===== src/rtl/mon_seq_pkg.sv =====
package mon_seq_pkg;
  localparam int NCH  = 6;
  localparam int NFLG = 4;
  localparam int CHW  = 3;
  localparam int F_HA = 0;
  localparam int F_LA = 1;
  localparam int F_HW = 2;
  localparam int F_LW = 3;

  typedef enum logic [CHW-1:0] {
    CH_TEMP  = 3'd0,
    CH_VSUP  = 3'd1,
    CH_PWR1  = 3'd2,
    CH_PWR2  = 3'd3,
    CH_BIAS1 = 3'd4,
    CH_BIAS2 = 3'd5
  } chan_e;

  typedef enum logic [1:0] {
    ST_IDLE  = 2'd0,
    ST_ISSUE = 2'd1,
    ST_WAIT  = 2'd2
  } seq_st_e;
endpackage


===== src/rtl/mon_rr_ctrl.sv =====
module mon_rr_ctrl
  import mon_seq_pkg::*;
(
  input  logic  clk,
  input  logic  rst_n,
  input  logic  conv_done,
  input  logic  guard_req,
  input  logic  vsup_low,
  output logic  conv_start,
  output chan_e chan,
  output logic  wr_en,
  output logic  rot_done
);
  seq_st_e st_q, st_d;
  chan_e   chan_q, chan_d;
  logic    full_q, full_d;
  logic    rot_q, rot_d;

  always_comb begin
    st_d   = st_q;
    chan_d = chan_q;
    full_d = full_q;
    rot_d  = 1'b0;
    wr_en  = 1'b0;
    case (st_q)
      ST_IDLE:  st_d = ST_ISSUE;
      ST_ISSUE: st_d = ST_WAIT;
      ST_WAIT: begin
        if (conv_done) begin
          wr_en = 1'b1;
          st_d  = ST_ISSUE;
          rot_d = (chan_q == CH_BIAS2);
          if (chan_q == CH_VSUP && !full_q && guard_req && vsup_low) begin
            chan_d = CH_TEMP;
          end else begin
            if (chan_q == CH_VSUP) full_d = 1'b1;
            chan_d = (chan_q == CH_BIAS2) ? CH_TEMP : chan_e'(chan_q + 3'd1);
          end
        end
      end
      default: st_d = ST_IDLE;
    endcase
  end

  always_ff @(posedge clk or negedge rst_n) begin
    if (!rst_n) begin
      st_q   <= ST_IDLE;
      chan_q <= CH_TEMP;
      full_q <= 1'b0;
      rot_q  <= 1'b0;
    end else begin
      st_q   <= st_d;
      chan_q <= chan_d;
      full_q <= full_d;
      rot_q  <= rot_d;
    end
  end

  assign conv_start = (st_q == ST_ISSUE);
  assign chan       = chan_q;
  assign rot_done   = rot_q;
endmodule


===== src/rtl/mon_rshift.sv =====
module mon_rshift #(
  parameter int DW  = 16,
  parameter int SHW = 3
) (
  input  logic [DW-1:0]  din,
  input  logic [SHW-1:0] amt,
  output logic [DW-1:0]  dout
);
  logic [DW-1:0] stg [SHW+1];

  assign stg[0] = din;
  for (genvar k = 0; k < SHW; k++) begin : g_stage
    assign stg[k+1] = amt[k] ? (stg[k] >> (1 << k)) : stg[k];
  end
  assign dout = stg[SHW];
endmodule


===== src/rtl/mon_limit_cmp.sv =====
module mon_limit_cmp
  import mon_seq_pkg::*;
#(
  parameter int DW = 16
) (
  input  logic [DW-1:0]   val,
  input  logic [DW-1:0]   hi_alm,
  input  logic [DW-1:0]   lo_alm,
  input  logic [DW-1:0]   hi_wrn,
  input  logic [DW-1:0]   lo_wrn,
  output logic [NFLG-1:0] hit
);
  always_comb begin
    hit       = '0;
    hit[F_HA] = (val > hi_alm);
    hit[F_LA] = (val < lo_alm);
    hit[F_HW] = (val > hi_wrn);
    hit[F_LW] = (val < lo_wrn);
  end
endmodule


===== src/rtl/mon_seq_top.sv =====
module mon_seq_top
  import mon_seq_pkg::*;
#(
  parameter int DW  = 16,
  parameter int SHW = 3
) (
  input  logic                 clk,
  input  logic                 rst_n,
  output logic                 conv_start,
  output logic [CHW-1:0]       conv_chan,
  input  logic                 conv_done,
  input  logic [DW-1:0]        conv_data,
  input  logic [NCH*DW-1:0]    thr_hi_alm,
  input  logic [NCH*DW-1:0]    thr_lo_alm,
  input  logic [NCH*DW-1:0]    thr_hi_wrn,
  input  logic [NCH*DW-1:0]    thr_lo_wrn,
  input  logic [(NCH-2)*SHW-1:0] shift_cfg,
  input  logic [NCH*NFLG-1:0]  flag_mask,
  input  logic                 txd_ext,
  output logic [NCH*DW-1:0]    results,
  output logic [NCH*NFLG-1:0]  flags,
  output logic                 fault_req,
  output logic                 rot_done
);
  localparam int NSH    = NCH - 2;
  localparam int GUARDB = int'(CH_VSUP) * NFLG + F_LA;

  logic rst_s1, rst_s2;
  always_ff @(posedge clk or negedge rst_n) begin
    if (!rst_n) begin
      rst_s1 <= 1'b0;
      rst_s2 <= 1'b0;
    end else begin
      rst_s1 <= 1'b1;
      rst_s2 <= rst_s1;
    end
  end

  chan_e           cur_chan;
  logic            wr_en;
  logic [SHW-1:0]  amt;
  logic [DW-1:0]   shifted;
  logic [DW-1:0]   sel_ha, sel_la, sel_hw, sel_lw;
  logic [NFLG-1:0] hit, hit_q;

  mon_rr_ctrl u_ctrl (
    .clk        (clk),
    .rst_n      (rst_s2),
    .conv_done  (conv_done),
    .guard_req  (flag_mask[GUARDB]),
    .vsup_low   (hit[F_LA]),
    .conv_start (conv_start),
    .chan       (cur_chan),
    .wr_en      (wr_en),
    .rot_done   (rot_done)
  );

  always_comb begin
    amt = '0;
    for (int c = 0; c < NSH; c++) begin
      if (int'(cur_chan) == c + 2) amt = shift_cfg[c*SHW +: SHW];
    end
  end

  always_comb begin
    sel_ha = '0;
    sel_la = '0;
    sel_hw = '0;
    sel_lw = '0;
    for (int c = 0; c < NCH; c++) begin
      if (int'(cur_chan) == c) begin
        sel_ha = thr_hi_alm[c*DW +: DW];
        sel_la = thr_lo_alm[c*DW +: DW];
        sel_hw = thr_hi_wrn[c*DW +: DW];
        sel_lw = thr_lo_wrn[c*DW +: DW];
      end
    end
  end

  mon_rshift #(.DW(DW), .SHW(SHW)) u_shift (
    .din  (conv_data),
    .amt  (amt),
    .dout (shifted)
  );

  mon_limit_cmp #(.DW(DW)) u_cmp (
    .val    (shifted),
    .hi_alm (sel_ha),
    .lo_alm (sel_la),
    .hi_wrn (sel_hw),
    .lo_wrn (sel_lw),
    .hit    (hit)
  );

  always_comb begin
    hit_q = hit;
    if (txd_ext && cur_chan >= CH_PWR1) begin
      hit_q[F_LA] = 1'b0;
      hit_q[F_LW] = 1'b0;
    end
  end

  for (genvar c = 0; c < NCH; c++) begin : g_slot
    logic            we;
    logic [DW-1:0]   res_q;
    logic [NFLG-1:0] flg_q;
    assign we = wr_en && (int'(cur_chan) == c);
    always_ff @(posedge clk or negedge rst_s2) begin
      if (!rst_s2) begin
        res_q <= '0;
        flg_q <= '0;
      end else if (we) begin
        res_q <= shifted;
        flg_q <= hit_q;
      end
    end
    assign results[c*DW +: DW]   = res_q;
    assign flags[c*NFLG +: NFLG] = flg_q;
  end

  assign conv_chan = cur_chan;
  assign fault_req = |(flags & flag_mask);
endmodule


===== config.mk =====
export PLATFORM = sky130hd
export DESIGN_NAME = mon_seq_top
export DESIGN_NICKNAME = d
export VERILOG_FILES = /design/src/rtl/mon_seq_pkg.sv /design/src/rtl/mon_rr_ctrl.sv /design/src/rtl/mon_rshift.sv /design/src/rtl/mon_limit_cmp.sv /design/src/rtl/mon_seq_top.sv
export SDC_FILE = /design/constraint.sdc
export NUM_CORES = 1
export LEC_CHECK = 0
export ABC_AREA = 1
export BUFFER_PORTS_ARGS = -buffer_cell sky130_fd_sc_hd__buf_2
export CAP_MARGIN = 0
export CORE_AREA = 2 2 220 222
export CTS_CLUSTER_SIZE = 16
export DETAILED_ROUTE_END_ITERATION = 8
export DIE_AREA = 0 0 222 224
export GPL_TIMING_DRIVEN = 0
export PLACE_DENSITY = 0.51
export SETUP_SLACK_MARGIN = 0.02
export SYNTH_ARGS = -nofsm -noshare
export SYNTH_HDL_FRONTEND = slang
export SYNTH_SLANG_ARGS = --single-unit

===== constraint.sdc =====
create_clock -name clk -period 4.4 [get_ports clk]
set_clock_uncertainty 0.05 [all_clocks]
set_input_delay 0.44 -clock clk [delete_from_list [all_inputs] [get_ports clk]]
set_output_delay 0.44 -clock clk [all_outputs]
set_load 0.02 [all_outputs]

==> flow_metrics.py <==
metrics = {
    "outcome": {
        "status": "complete, no violations",
    },
    "clock_network": {
        "htree_levels": 4,
        "clk_latency_ns": 0.42,
        "cts_root_buf": "clkbuf_16",
        "cts_tree": "yes",
        "cts_made_buffers": 17,
        "cts_buffer_depth": 2,
        "cts.sinks": 129,
        "clkTransAtPathRegs_ns": 0.06,
    },
    "setup_path": {
        "r2r_end": "g_slot[1].flg_q[0]",
        "cp_max_fo": 10,
        "timing.critical_path.mode_cell": "o21ai_0",
        "critPathArrivalTime_ns": 4.47,
        "max_stage_delay_ns": 0.42,
        "r2r_slack_ns": 0.17,
        "cp-start-kind": "flip-flop",
        "crit_slowest_cell": "a221oi_1",
        "path_cells": "buf_6 -> clkbuf_8 -> nand2_1 -> inv_1 -> ha_1 -> buf_8 -> inv_8 -> clkbuf_4 -> clkbuf_2 -> nand2_1 -> a221oi_1 -> o21ai_0 -> o21ai_0 -> ha_1 -> a21oi_1 -> o21ai_1 -> a21oi_1 -> a32o_2 -> buf_12 -> o21ai_0",
        "endpoint_kind": "flip-flop",
        "r2r_start": "u_ctrl.chan[0]",
        "r2r_cells": 20,
        "crit_start": "u_ctrl.chan[0]",
        "cp.required_ns": 4.64,
        "critPathKind": "reg2reg",
    },
    "placed_design": {
        "place.gp.congestion": 0.986,
        "dpl.hpwl_mm": 50.1,
        "pre_cts_ws_ns": -1.48,
        "dp.cells": 2624,
        "port_buffers": 565,
    },
    "logic_synthesis": {
        "synth-async-reset-ratio_pct": 100,
        "synth_area_leaders": "dfrtp_1 (33%), nand2_1 (24%), o21ai_0 (10%), ha_1 (8.1%), a22oi_1 (4.0%)",
        "synth_edf_count": 0,
        "syn_nets": 1944,
        "syn_area_um2": 9740,
        "yosysSeqAreaShare_pct": 33.2,
        "syn_avg_cell_area_um2": 6.76,
        "synth_top_area_share_pct": 33.2,
        "synthCells": 1441,
        "synth_flop_cell": "dfrtp_1",
        "synth_most_common_cell": "nand2_1",
        "synth_top_area_cell": "dfrtp_1",
        "synth_commonest_cells": "nand2_1 (620), o21ai_0 (202), dfrtp_1 (129), clkbuf_1 (66), ha_1 (63)",
        "ys_ff_latch": 129,
        "synth_warnings": 0,
        "synth.distinct_cells": 40,
    },
    "grt": {
        "gr-total-overflow": 0,
        "grt_use_total_pct": 23.6,
        "grt_start_max_net_pins": 71,
        "grt_pass1_vias": 12900,
        "grt_pass1_wl_mm": 85.3,
        "antenna_found_initial": 9,
    },
    "pwr": {
        "power.density_nw_per_um2": 1070,
        "p_int_mw": 6.90,
        "power_frac_clock_pct": 9.3,
        "seqPwrFrac_pct": 12.9,
        "p_sw_mw": 8.82,
        "power_mw": 15.7,
        "p_comb_share_pct": 77.8,
        "sw_frac_of_total_pct": 56.1,
        "ir_drop_uv": 438,
        "p_leak_nw": 7.72,
    },
    "die": {
        "start_util_pct": 20.6,
        "dieArea_um2": 49700,
        "core_area_um2": 47300,
        "die_w_um": 222,
        "io_pins": 566,
        "die_h_um": 224,
        "rows": 80,
    },
    "route": {
        "num_vias": 12900,
        "firstDrtPassIters": 5,
        "dr.first_iter.drc_count": 838,
        "antenna_left": 0,
        "wl_per_cell_um": 22.4,
        "viasPerCell": 4.79,
        "wl_mm": 60.2,
        "drc": 0,
    },
    "final_layout": {
        "syn_to_final_growth_pct": 50.9,
        "nets": 2559,
        "drive_above_1_share_pct": 35.3,
        "fin_cells": 2689,
    },
    "timing": {
        "period_share_pct": 96.1,
        "relSlewSlack_pct": 41.5,
        "rsz0062_at_grt": "false",
        "fin_setup_tns_ns": 0,
        "max_freq_mhz": 236,
        "final_hold_viol_count": 0,
        "finalWorstSetupSlack_ns": 0.171,
        "finalSetupViolCount": 0,
        "worst_pin_slew_ns": 0.877,
        "fin_crit_ns": 4.23,
        "finalMaxSlewViolations": 0,
    },
    "hold_path": {
        "min_from": "conv_done",
        "hold_path_end": "u_ctrl.st_q[0]",
        "hp-class": "in2reg",
        "min_path_cells": 3,
    },
    "run": {
        "cap_violations": 0,
    },
}
[critical path, delay by kind of cell (launching register included)]
family                     cells  cell delay, ns
DFF                            1            0.38
adders and majority gates      2            0.57
and+or+nand+nor                2            0.14
AOI/OAI and AO/OA              8            1.55
buffers and inverters          8            1.37
[cell usage in the layout, fill, tap and decap left out, drive strengths merged]
master,count
clkinvlp,11
a21boi,1
clkbuf,83
nor2,39
inv,37
nand3,37
a32o,2
a31oi,1
diode,5
clkinv,11
o21ai,210
a211oi,5
nor3,3
nand4,61
nand2,631
bufinv,3
mux2i,1
buf,618
a2111oi,1
dlygate4sd3,1
o221a,1
o21bai,2
and2,1
a21oi,34
a22o,5
conb,1
dfrtp,129
xor2,1
o211ai,5
a22oi,52
o221ai,3
a221oi,15
a21o,1
ha,63
[per-stage QoR]
step | hold slack (ns) | cell area (um2) | util [%]
final | 0.242 | 14700 | 31.0
after global routing | 0.240 | 14700 | 31.0
after CTS | 0.230 | 14400 | 30.4
after detailed placement | 0.179 | 13400 | 28.3
after global placement | 0.176 | 13300 | 28.2
after floorplan | 0.0944 | 9740 | -
[routing by layer]
layer  routed length, um  global-route usage [%]  up-vias
li1                    -                       -     6160
met2               30300                    43.6      535
met4                1080                    4.51        4
met3                3410                    3.41       60
met5                  22                       0        -
met1               25400                    29.0     6110
[worst max path at each step]
| stage | to | slack, ns | cells past startpoint |
|---|---|---|---|
| floorplan | g_slot[0].flg_q[0] | 0.49 | 0 |
| global placement | g_slot[1].flg_q[0] | -1.50 | 24 |
| detailed placement | g_slot[3].flg_q[0] | -1.48 | 24 |
| CTS | g_slot[3].flg_q[3] | 0.02 | 30 |
| global route | g_slot[3].flg_q[3] | 0.01 | 19 |
| finish | g_slot[1].flg_q[0] | 0.17 | 20 |
[power groups by stage]
stage / clock, mW / sequential (mW) / combinational [mW]
3_5_place_dp: 0 / 2.04 / 10.5
5_1_grt: 1.54 / 2.09 / 13.5
3_3_place_gp: 0 / 2.04 / 10.3
6_report: 1.46 / 2.03 / 12.2
2_1_floorplan: 0 / 2.54 / 5.65
4_1_cts: 1.48 / 2.03 / 11.6
[timing repair]
item / CTS / global route
hold endpoints to repair: 2 / 0
resized for setup: 66 / 57
hold buffers: 1 / 0
pin swaps: 10 / 19
setup buffers: 17 / 13
endpoints found under the setup margin: 27 / 27
[state kept, by name, indices dropped and copies added (netlist names)]
name and count:
u_ctrl.st_q 2, u_ctrl.full_q 1, g_slot.flg_q 24, u_ctrl.chan 3, u_ctrl.rot_done 1, rst_s1 1
rst_s2 1, g_slot.res_q 96
[cell type report]
| type | count | area [um2] |
|---|---|---|
| Timing Repair Buffer | 599 | 3170 |
| Antenna cell | 5 | 12.5 |
| Multi-Input combinational cell | 1176 | 6260 |
| Buffer | 85 | 405 |
| Clock buffer | 18 | 429 |
| Fill cell | 5284 | 32700 |
| Sequential cell | 129 | 3230 |
| Inverter | 48 | 226 |
| Tap cell | 615 | 769 |
| Clock inverter | 14 | 183 |
[cell families (layout without fill, tap and decap cells)]
family          count (synthesis)  after routing  synth area share [%]
fa+ha+maj                      63             63                  8.10
xor+xnor                        1              1                0.0900
mux                             1              1                 0.103
flops                         129            129                  33.2
compound gates                338            338                  20.3
buf+inv                       136            764                  5.56
simple gates                  772            772                  32.7
other cells                     1              6                0.0385
Power figures use the tool's default switching activity.
